==> config.mk <==
export PLATFORM = sky130hd
export DESIGN_NAME = retire_count_unit
export DESIGN_NICKNAME = d
export VERILOG_FILES = /design/src/rtl/rcu_pkg.sv /design/src/rtl/rcu_ctrl.sv /design/src/rtl/rcu_sat_cnt.sv /design/src/rtl/rcu_out_reg.sv /design/src/rtl/retire_count_unit.sv
export SDC_FILE = /design/constraint.sdc
export NUM_CORES = 1
export LEC_CHECK = 0
export ABC_AREA = 1
export BUFFER_PORTS_ARGS = -buffer_cell sky130_fd_sc_hd__buf_2
export CAP_MARGIN = 40
export CORE_MARGIN = 8
export CORE_UTILIZATION = 45
export DETAILED_ROUTE_END_ITERATION = 8
export SLEW_MARGIN = 25
export SYNTH_ARGS = -nofsm -noshare
export SYNTH_HDL_FRONTEND = slang
export SYNTH_SLANG_ARGS = --single-unit
export TNS_END_PERCENT = 1
==> constraint.sdc <==
create_clock -name clk -period 1.8 [get_ports clk]
set_input_delay 0.18 -clock clk [delete_from_list [all_inputs] [get_ports clk]]
set_output_delay 0.18 -clock clk [all_outputs]
set_load 0.01 [all_outputs]
==> src/rtl/rcu_pkg.sv <==
package rcu_pkg;

  typedef enum logic [1:0] {
    OP_EXEC   = 2'd0,
    OP_WIPE_D = 2'd1,
    OP_WIPE_I = 2'd2,
    OP_WIPE_S = 2'd3
  } op_kind_e;

  typedef struct packed {
    logic zero;
    logic step;
  } cnt_cmd_t;

endpackage

==> src/rtl/rcu_ctrl.sv <==
module rcu_ctrl
  import rcu_pkg::*;
(
  input  logic       clk,
  input  logic       rst,
  input  logic       op_start_i,
  input  logic [1:0] op_kind_i,
  input  logic       retire_i,
  input  logic       retire_err_i,
  input  logic       host_clr_i,
  input  logic       busy_i,
  output cnt_cmd_t   cmd_o
);

  op_kind_e kind_in;
  logic     exec_q;
  logic     host_zero;
  logic     zero_now;

  assign kind_in = op_kind_e'(op_kind_i);

  // Operation kind is captured once per start and held for the operation
  always_ff @(posedge clk) begin
    if (rst) begin
      exec_q <= 1'b0;
    end else if (op_start_i) begin
      exec_q <= (kind_in == OP_EXEC);
    end
  end

  // A host write only takes effect while the coprocessor is idle
  assign host_zero = host_clr_i & ~busy_i;
  assign zero_now  = op_start_i | host_zero;

  always_comb begin
    cmd_o.zero = zero_now;
    cmd_o.step = retire_i & ~retire_err_i & exec_q & ~zero_now;
  end

endmodule

==> src/rtl/rcu_sat_cnt.sv <==
module rcu_sat_cnt
  import rcu_pkg::*;
#(
  parameter int CNT_W = 32
) (
  input  logic             clk,
  input  logic             rst,
  input  cnt_cmd_t         cmd_i,
  output logic [CNT_W-1:0] cnt_d_o,
  output logic [CNT_W-1:0] cnt_q_o
);

  localparam logic [CNT_W-1:0] CntMax = {CNT_W{1'b1}};

  logic [CNT_W-1:0] cnt_q;
  logic [CNT_W-1:0] cnt_d;
  logic             at_max;

  assign at_max = (cnt_q == CntMax);

  always_comb begin
    cnt_d = cnt_q;
    if (cmd_i.zero) begin
      cnt_d = '0;
    end else if (cmd_i.step && !at_max) begin
      cnt_d = cnt_q + 1'b1;
    end
  end

  always_ff @(posedge clk) begin
    if (rst) begin
      cnt_q <= '0;
    end else begin
      cnt_q <= cnt_d;
    end
  end

  assign cnt_d_o = cnt_d;
  assign cnt_q_o = cnt_q;

endmodule

==> src/rtl/rcu_out_reg.sv <==
module rcu_out_reg #(
  parameter int CNT_W = 32
) (
  input  logic             clk,
  input  logic             rst,
  input  logic             locked_i,
  input  logic [CNT_W-1:0] cnt_d_i,
  output logic [CNT_W-1:0] count_o
);

  logic [CNT_W-1:0] out_q;

  // Registered view for the host; masked to zero while locked
  always_ff @(posedge clk) begin
    if (rst || locked_i) begin
      out_q <= '0;
    end else begin
      out_q <= cnt_d_i;
    end
  end

  assign count_o = out_q;

endmodule

==> src/rtl/retire_count_unit.sv <==
module retire_count_unit
  import rcu_pkg::*;
#(
  parameter int CNT_W = 32
) (
  input  logic             clk,
  input  logic             rst,
  input  logic             op_start_i,
  input  logic [1:0]       op_kind_i,
  input  logic             retire_i,
  input  logic             retire_err_i,
  input  logic             locked_i,
  input  logic             host_clr_i,
  input  logic             busy_i,
  output logic [CNT_W-1:0] count_o
);

  cnt_cmd_t         cmd;
  logic [CNT_W-1:0] cnt_d;
  logic [CNT_W-1:0] cnt_q;

  rcu_ctrl u_ctrl (
    .clk          (clk),
    .rst          (rst),
    .op_start_i   (op_start_i),
    .op_kind_i    (op_kind_i),
    .retire_i     (retire_i),
    .retire_err_i (retire_err_i),
    .host_clr_i   (host_clr_i),
    .busy_i       (busy_i),
    .cmd_o        (cmd)
  );

  rcu_sat_cnt #(
    .CNT_W (CNT_W)
  ) u_cnt (
    .clk     (clk),
    .rst     (rst),
    .cmd_i   (cmd),
    .cnt_d_o (cnt_d),
    .cnt_q_o (cnt_q)
  );

  rcu_out_reg #(
    .CNT_W (CNT_W)
  ) u_out (
    .clk      (clk),
    .rst      (rst),
    .locked_i (locked_i),
    .cnt_d_i  (cnt_d),
    .count_o  (count_o)
  );

endmodule

==> flow_metrics.env, run 1 <==
export IMPL_pwr_share_comb_pct=2.6
export IMPL_power_share_sequential_pct=52.4
export IMPL_cp_required_ns=2.01
export IMPL_drv_cap=0
export IMPL_insertedDiodeCount=0
export IMPL_p_clk_share_pct=45.0
export IMPL_r2r_start="u_cnt.cnt_q_o[0]"
export IMPL_die_area_sq_mm=0.0101
export IMPL_final_common_cell="nand2_1"
export IMPL_setup_violations=0
export IMPL_fillers=671
export IMPL_drt_initial_drc_count=123
export IMPL_drive_gt1_share_pct=30.2
export IMPL_cts_max_level=3
export IMPL_ant_nets=0
export IMPL_synth_area_leaders="dfxtp_1 41%, nand2_1 13%, nand3_2 13%, nor2_1 12%, inv_1 7.3%"
export IMPL_cp_slowest_stage_delay_ns=0.37
export IMPL_ys_warn_count=0
export IMPL_instances_no_fill=613
export IMPL_die_h_um=100
export IMPL_arrival_ns=1.92
export IMPL_worst_setup_path_start_kind="flop"
export IMPL_grt_usage_pct=15.7
export IMPL_hold_violations=0
export IMPL_cts_sinks=65
export IMPL_mostFrequentLayoutCells="110 x nand2_1, 102 x nor2_1, 60 x inv_1"
export IMPL_static_leakage_power_nw=1.73
export IMPL_crit_path_start="u_cnt.cnt_q_o[0]"
export IMPL_grt_first_pass_wirelength_um=12600
export IMPL_critPathTopFamily="simple AND/OR/NAND/NOR gates"
export IMPL_cts_tree="yes"
export IMPL_synth_edff_count=0
export IMPL_crit_buf_inv=2
export IMPL_grt_max_degree=33
export IMPL_place_ws_ns=0.0317
export IMPL_swShare_pct=21.3
export IMPL_slew_headroom_pct=59.9
export IMPL_die_x_um=100
export IMPL_syn_avg_cell_area_sq_um=7.03
export IMPL_cpMaxStageDelayCell="dfxtp_2"
export IMPL_vdd_drop_max_uv=369
export IMPL_synth_seq_area_share_pct=40.7
export IMPL_core_sq_mm=0.00683
export IMPL_clkTransAtPathRegs_ns=0.07
export IMPL_wl_per_cell_um=12.6
export IMPL_p_int_mw=2.16
export IMPL_ioPinCount=42
export IMPL_rows=30
export IMPL_fin_skew_ns=0.0137
export IMPL_synthesis_area_sq_mm=0.00320
export IMPL_firstDrtPassIters=4
export IMPL_cts_root_buf="clkbuf_8"
export IMPL_areaGrowthSynthToFinish_pct=24.1
export IMPL_tightest_slew_ns=0.602
export IMPL_cts_buffer_depth=2
export IMPL_hpwl_um=5130
export IMPL_synth_ff_type="dfxtp_1"
export IMPL_drc=0
export IMPL_final_nets=524
export IMPL_ys_ff_latch=65
export IMPL_initial_utilization_pct=46.8
export IMPL_clk_latency_ns=0.34
export IMPL_via_per_inst=4.76
export IMPL_crit_type="flop to flop"
export IMPL_cp_max_fo=11
export IMPL_hp_start="locked_i"
export IMPL_seq_area_sq_mm=0.00132
export IMPL_slew_violations=0
export IMPL_multiInputGateArea_sq_mm=0.00163
export IMPL_place_inst=590
export IMPL_portBuffers=41
export IMPL_place_area_sq_mm=0.00358
export IMPL_antenna_found_initial=0
export IMPL_outcome="complete, no violations"
export IMPL_postLayoutCellArea_sq_mm=0.00397
export IMPL_wl_um=7710
export IMPL_syn_nets=466
export IMPL_path_cells="ha_4, nand3_2, inv_1, nand2_2, nor2_4, nand3_4, clkbuf_16, nand2_1, nand2_1, nand3_2, nor2_1"
export IMPL_synth_cell_types=24
export IMPL_gr_total_overflow=0
export IMPL_synth_cells=455
export IMPL_fmax_mhz=583
export IMPL_yosys_area_top_type="dfxtp_1"
export IMPL_synth_top_area_share_pct=40.7
export IMPL_finalCriticalPeriod_ns=1.71
export IMPL_vias=2918
export IMPL_p_switching_mw=0.583
export IMPL_p_per_area_mw_per_mm2=691
export IMPL_hold_path_class="primary input to flop"
export IMPL_async_flop_share_pct=0
export IMPL_crit_path_end_kind="flop"
export IMPL_grt_pass1_vias=2713
export IMPL_setup_slack_ns=0.0852
export IMPL_cts_buffers=9
export IMPL_gp_congestion=0.874
export IMPL_fin_crit_sh_pct=95.3
==> sequential cells by signal (all words and copies together) (netlist names) <==
signal         flops
u_cnt.cnt_q_o     32
u_ctrl.exec_q      1
u_out.count_o     32
==> routing by layer <==
layer | track usage [%] | routed length [um] | vias up
li1 | - | - | 1513
met1 | 19.1 | 3760 | 1353
met2 | 25.0 | 3510 | 42
met3 | 5.12 | 315 | 10
met4 | 5.93 | 122 | 0
met5 | 0 | 0 | -
==> per-stage QoR <==
stage	utilization, %	hold WS (ns)	total power [mW]	setup TNS, ns
finish	58.1	0.0422	2.74	0
global route	58.1	0.0305	2.86	-0.191
global placement	52.3	0.368	1.54	0
detailed placement	52.3	0.387	1.55	0
CTS	55.2	0.0275	2.78	0
floorplan	-	0.252	1.52	0
==> worst register-to-register path, stage by stage (launching register included) <==
cell and delay (ns):
dfxtp_2 0.37, ha_4 0.15, nand3_2 0.10, inv_1 0.09
nand2_2 0.07, nor2_4 0.13, nand3_4 0.20, clkbuf_16 0.25
nand2_1 0.07, nand2_1 0.05, nand3_2 0.06, nor2_1 0.04
==> cell type report <==
class | instances | share of cell area (%)
well taps | 96 | 3.02
flip-flops and latches | 65 | 33.2
inverters | 62 | 5.86
clock inverters | 3 | 1.01
repair buffers | 62 | 11.9
clock buffers | 12 | 3.91
multi-input cells | 313 | 41.0
==> cell families after synthesis <==
logic type	Yosys count	synth area share [%]
flip-flops	65	40.7
XOR/XNOR	2	0.547
buffers and inverters	78	10.2
adder cells (fa/ha/maj)	1	0.391
AND/OR/NAND/NOR	307	47.9
AO/OA/AOI/OAI	2	0.391
==> power by group through the flow <==
stage | Combinational (mW) | Clock, mW | Sequential (mW)
finish | 0.0713 | 1.23 | 1.44
global route | 0.0796 | 1.35 | 1.44
CTS | 0.0741 | 1.27 | 1.44
detailed placement | 0.0737 | 0 | 1.47
global placement | 0.0721 | 0 | 1.47
floorplan | 0.0436 | 0 | 1.47
==> repair_timing <==
| action | in CTS | in global routing |
|---|---|---|
| gates resized for setup | 0 | 28 |
| hold buffers | 0 | 0 |
| buffers inserted | 0 | 2 |
| endpoints found under the setup margin | 0 | 50 |
==> synth_stat cells, types with 2 or more instances <==
library cell	number
clkbuf_1	7
dfxtp_1	65
nor3_1	2
nand2_2	3
nand4_1	8
nor2_1	106
nor2_4	4
inv_1	62
nand3_1	27
buf_2	5
nand3_2	41
nand2_1	111
buf_6	3
==> final timing paths <==
check,to,slack [ns],cells past startpoint
worst max-delay path,u_out.count_o[23],0.09,11
worst min register to register,u_ctrl.exec_q,0.47,2
worst min-delay path,u_out.count_o[24],0.04,2
worst max register to register,u_out.count_o[23],0.09,11
No activity file was read; power rests on OpenSTA's default activity.
==> run 2: changes to the inputs <==
CORE_ASPECT_RATIO = 1.1   (was default)
==> flow_metrics.env, run 2 (synthesized netlist as in run 1, its figures left out) <==
export IMPL_drv_cap=0
export IMPL_p_per_area_mw_per_mm2=730
export IMPL_rrSetupSlack_ns=0.15
export IMPL_final_nets=513
export IMPL_clkTransAtPathRegs_ns=0.07
export IMPL_fillers=728
export IMPL_die_area_sq_mm=0.0101
export IMPL_setup_violations=0
export IMPL_mostFrequentLayoutCells="110 x nand2_1, 102 x nor2_1, 63 x dfxtp_1"
export IMPL_cp_required_ns=2.08
export IMPL_cts_sinks=65
export IMPL_hold_depth=2
export IMPL_whs_endpoint="u_out.count_o[24]"
export IMPL_vdd_drop_max_uv=477
export IMPL_portBuffers=41
export IMPL_fin_crit_sh_pct=91.8
export IMPL_rr_worst_depth=9
export IMPL_arrival_ns=1.94
export IMPL_rows=32
export IMPL_r2r_end="u_out.count_o[30]"
export IMPL_grt_first_pass_wirelength_um=12500
export IMPL_cp_max_fo=5
export IMPL_setup_slack_ns=0.147
export IMPL_worst_setup_path_start_kind="flop"
export IMPL_outcome="complete, no violations"
export IMPL_antenna_found_initial=0
export IMPL_die_h_um=104
export IMPL_r2r_start="u_cnt.cnt_q_o[0]"
export IMPL_slew_violations=0
export IMPL_via_per_inst=4.81
export IMPL_slew_headroom_pct=60.3
export IMPL_gr_total_overflow=0
export IMPL_die_x_um=96.4
export IMPL_cts_buffers=9
export IMPL_instances_no_fill=592
export IMPL_grt_usage_pct=15.8
export IMPL_insertedDiodeCount=0
export IMPL_cts_buffer_depth=2
export IMPL_ioPinCount=42
export IMPL_hold_buffers=0
export IMPL_place_inst=576
export IMPL_grt_max_degree=35
export IMPL_vias=2849
export IMPL_seq_area_sq_mm=0.00130
export IMPL_cts_root_buf="clkbuf_8"
export IMPL_fin_skew_ns=0.00463
export IMPL_final_common_cell="nand2_1"
export IMPL_hold_path_class="primary input to flop"
export IMPL_grt_pass1_vias=2762
export IMPL_wl_per_cell_um=12.3
export IMPL_drc=0
export IMPL_fmax_mhz=605
export IMPL_hold_violations=0
export IMPL_drt_initial_drc_count=112
export IMPL_crit_path_end_kind="flop"
export IMPL_areaGrowthSynthToFinish_pct=17.1
export IMPL_drive_gt1_share_pct=25.8
export IMPL_ant_nets=0
export IMPL_cts_setup_buffers=0
export IMPL_cts_max_level=3
export IMPL_wl_um=7290
export IMPL_gp_congestion=0.894
export IMPL_crit_path_start="u_cnt.cnt_q_o[0]"
export IMPL_place_ws_ns=0.0185
export IMPL_multiInputGateArea_sq_mm=0.00161
export IMPL_finalCriticalPeriod_ns=1.65
export IMPL_static_leakage_power_nw=1.63
export IMPL_initial_utilization_pct=45.9
export IMPL_crit_type="flop to flop"
export IMPL_hpwl_um=5310
export IMPL_clk_latency_ns=0.35
export IMPL_tightest_slew_ns=0.596
export IMPL_core_sq_mm=0.00697
export IMPL_firstDrtPassIters=4
export IMPL_hp_start="locked_i"
export IMPL_cts_tree="yes"
run 2: cell count changes in the layout (fill, tap and decap cells not counted), sizes merged:
cell / before / now
nand3: 70 / 69
clkinvlp: 0 / 2
clkbuf: 16 / 11
buf: 58 / 52
run 2: how the worst max path moves through the flow:
stage	to	slack [ns]	cells after the start
final	u_out.count_o[30]	0.15	9
after global placement	u_out.count_o[30]	0.04	9
after detailed placement	u_out.count_o[30]	0.02	9
after CTS	u_out.count_o[28]	0.07	11
after floorplan	u_cnt.cnt_q_o[4]	0.23	11
after global routing	u_out.count_o[30]	-0.02	9
run 2: repair_timing:
action	4_1_cts	5_1_grt
gates resized for setup	1	11
cloned	0	0
setup endpoints to repair	1	63
pin swaps	0	1
run 2: stage by stage:
| stage | hold slack (ns) | instance area, sq um | power, mW | TNS, ns | util, % |
|---|---|---|---|---|---|
| after detailed placement | 0.375 | 3510 | 1.54 | 0 | 50.4 |
| after global placement | 0.372 | 3510 | 1.54 | 0 | 50.4 |
| after global routing | 0.0178 | 3750 | 2.84 | -0.0402 | 53.8 |
| after CTS | 0.00178 | 3720 | 2.78 | 0 | 53.3 |
| after floorplan | 0.252 | 3200 | 1.52 | 0 | - |
| final | 0.0156 | 3750 | 2.74 | 0 | 53.8 |
run 2: where the power goes:
group          internal [mW]  switching, mW  total [mW]
registers               1.44       0.000620        1.44
clock network          0.672          0.558        1.23
logic                 0.0168         0.0512      0.0679
total                   2.13          0.610        2.74
run 2: worst max-delay path, stage by stage, from the launching register on:
cell and delay [ns]:
dfxtp_2 0.36, ha_2 0.20, nand3_2 0.10, nor2_1 0.22, nand3_2 0.20, nor2_1 0.22
nand2_1 0.07, nand2_1 0.07, nand3_2 0.07, nor2_1 0.08
run 2: metal layers:
metal,track usage (%),routed length [um],vias up
li1,-,-,1486
met1,18.0,3310,1291
met2,25.6,3440,53
met3,3.68,304,19
met4,9.43,234,0
met5,0,0,-
run 2: cell type report:
class	count	area share [%]
inverter	62	6.21
tap	85	2.84
clock buffer	11	3.77
multi-input combinational	312	42.9
sequential	65	34.8
timing repair buffer	52	8.01
clock inverter	5	1.47
==> run 3: changes to the inputs <==
CORE_UTILIZATION = 50   (was 45)
PLACE_DENSITY = 0.71   (was default)
==> flow_metrics.env, run 3 (synthesized netlist as in run 1, its figures left out) <==
export IMPL_p_int_mw=2.05
export IMPL_ctsResizeCount=0
export IMPL_fillers=597
export IMPL_ant_nets=0
export IMPL_wl_um=7080
export IMPL_crit_top_cell="nand2_1"
export IMPL_mostFrequentLayoutCells="111 x nand2_1, 102 x nor2_1, 63 x dfxtp_1"
export IMPL_cpMaxStageDelayCell="dfxtp_2"
export IMPL_r2r_start="u_cnt.cnt_q_o[0]"
export IMPL_rrSetupSlack_ns=0.14
export IMPL_setup_violations=0
export IMPL_rr_worst_depth=11
export IMPL_antenna_found_initial=0
export IMPL_pwr_share_comb_pct=2.6
export IMPL_cts_sinks=65
export IMPL_wl_per_cell_um=12.1
export IMPL_crit_type="flop to flop"
export IMPL_cts_tree="yes"
export IMPL_cts_setup_buffers=0
export IMPL_insertedDiodeCount=0
export IMPL_highest_layer="met4"
export IMPL_clkTransAtPathRegs_ns=0.06
export IMPL_core_sq_mm=0.00619
export IMPL_p_clk_share_pct=42.0
export IMPL_cts_root_buf="clkbuf_8"
export IMPL_place_ws_ns=0.0410
export IMPL_crit_path_end_kind="flop"
export IMPL_via_per_inst=4.87
export IMPL_final_nets=512
export IMPL_worst_setup_path_start_kind="flop"
export IMPL_die_x_um=92.3
export IMPL_swShare_pct=21.2
export IMPL_postLayoutCellArea_sq_mm=0.00371
export IMPL_p_switching_mw=0.552
export IMPL_place_inst=570
export IMPL_slew_headroom_pct=61.6
export IMPL_areaGrowthSynthToFinish_pct=15.9
export IMPL_finalCriticalPeriod_ns=1.66
export IMPL_rows=30
export IMPL_hold_slack_ns=0.0199
export IMPL_path_cells="ha_2, nand3_2, inv_1, nand2_1, nor2_4, nand3_4, buf_12, nand2_1, nand2_1, nand3_1, nor2_1"
export IMPL_wl_met2_um=3460
export IMPL_r2r_end="u_out.count_o[13]"
export IMPL_drc=0
export IMPL_instances_no_fill=583
export IMPL_detailroute_wirelength_met3_um=293
export IMPL_drt_initial_drc_count=154
export IMPL_static_leakage_power_nw=1.62
export IMPL_utilization_pct=59.9
export IMPL_cp_max_fo=25
export IMPL_portBuffers=41
export IMPL_firstDrtPassIters=4
export IMPL_fin_skew_ns=0.00634
export IMPL_die_h_um=99.9
export IMPL_vias=2838
export IMPL_place_area_sq_mm=0.00351
export IMPL_grt_max_degree=33
export IMPL_arrival_ns=1.87
export IMPL_final_common_cell="nand2_1"
export IMPL_die_area_sq_mm=0.00922
export IMPL_cp_slowest_stage_delay_ns=0.35
export IMPL_hpwl_um=5090
export IMPL_power_share_sequential_pct=55.4
export IMPL_grt_first_pass_wirelength_um=12400
export IMPL_gr_total_overflow=0
export IMPL_p_per_area_mw_per_mm2=701
export IMPL_gp_congestion=0.863
export IMPL_hold_buffers=0
export IMPL_slew_violations=0
export IMPL_hold_depth=2
export IMPL_cp_required_ns=2.01
export IMPL_clk_latency_ns=0.35
export IMPL_ioPinCount=42
export IMPL_hold_violations=0
export IMPL_vdd_drop_max_uv=527
export IMPL_grt_usage_pct=16.6
export IMPL_setup_slack_ns=0.143
export IMPL_power_mw=2.60
export IMPL_hp_start="locked_i"
export IMPL_whs_endpoint="u_out.count_o[24]"
export IMPL_final_setup_tns_ns=0
export IMPL_wl_met1_um=3170
export IMPL_hold_path_class="primary input to flop"
export IMPL_grt_pass1_vias=2845
export IMPL_fin_crit_sh_pct=92.0
export IMPL_outcome="complete, no violations"
export IMPL_cts_max_level=3
export IMPL_cts_buffer_depth=2
export IMPL_cts_buffers=9
export IMPL_drive_gt1_share_pct=24.7
export IMPL_drv_cap=0
export IMPL_fmax_mhz=604
export IMPL_tightest_slew_ns=0.575
export IMPL_initial_utilization_pct=51.7
[run 3: changes by cell type in the layout (fill, tap and decap cells not counted), moves of 2 or more]
cell | previous run | this run
buf_4 | 10 | 7
clkbuf_8 | 10 | 12
clkinv_2 | 2 | 0
clkinvlp_4 | 2 | 0
nand3_1 | 23 | 25
nand3_2 | 45 | 43
[run 3: worst max-delay path by stage]
| stage | endpoint | startpoint | depth (start not counted) |
|---|---|---|---|
| finish | u_out.count_o[13] | u_cnt.cnt_q_o[0] | 11 |
| detailed placement | u_out.count_o[30] | u_cnt.cnt_q_o[0] | 9 |
| CTS | u_out.count_o[30] | u_cnt.cnt_q_o[0] | 9 |
| global placement | u_out.count_o[28] | u_cnt.cnt_q_o[0] | 10 |
| floorplan | u_cnt.cnt_q_o[4] | u_cnt.cnt_q_o[0] | 11 |
| global route | u_out.count_o[17] | u_cnt.cnt_q_o[19] | 10 |
[run 3: worst max-delay path: cells and delay by family, from the launching register on]
| family | cells | cell delay, ns |
|---|---|---|
| fa+ha+maj | 1 | 0.20 |
| buf+inv | 2 | 0.26 |
| flops | 1 | 0.35 |
| simple gates | 8 | 0.70 |
[run 3: per-layer routing]
metal	GRT usage, %	vias up
met3	4.85	12
li1	-	1478
met5	0	-
met4	8.06	0
met2	28.6	52
met1	18.4	1296
[run 3: final cells by class]
type                    instances  area, sq um  area share [%]
multi-input cells             312         1600            43.0
clock buffers                  13          169            4.55
inverters                      62          233            6.27
well taps                      80          100            2.70
flip-flops and latches         65         1300            35.1
repair buffers                 51          309            8.33
[run 3: power by group through the flow]
stage | registers [mW] | logic [mW] | clock network, mW
after detailed placement | 1.47 | 0.0708 | 0
after floorplan | 1.47 | 0.0436 | 0
after global routing | 1.44 | 0.0759 | 1.19
final | 1.44 | 0.0688 | 1.09
after global placement | 1.47 | 0.0714 | 0
after CTS | 1.44 | 0.0709 | 1.13
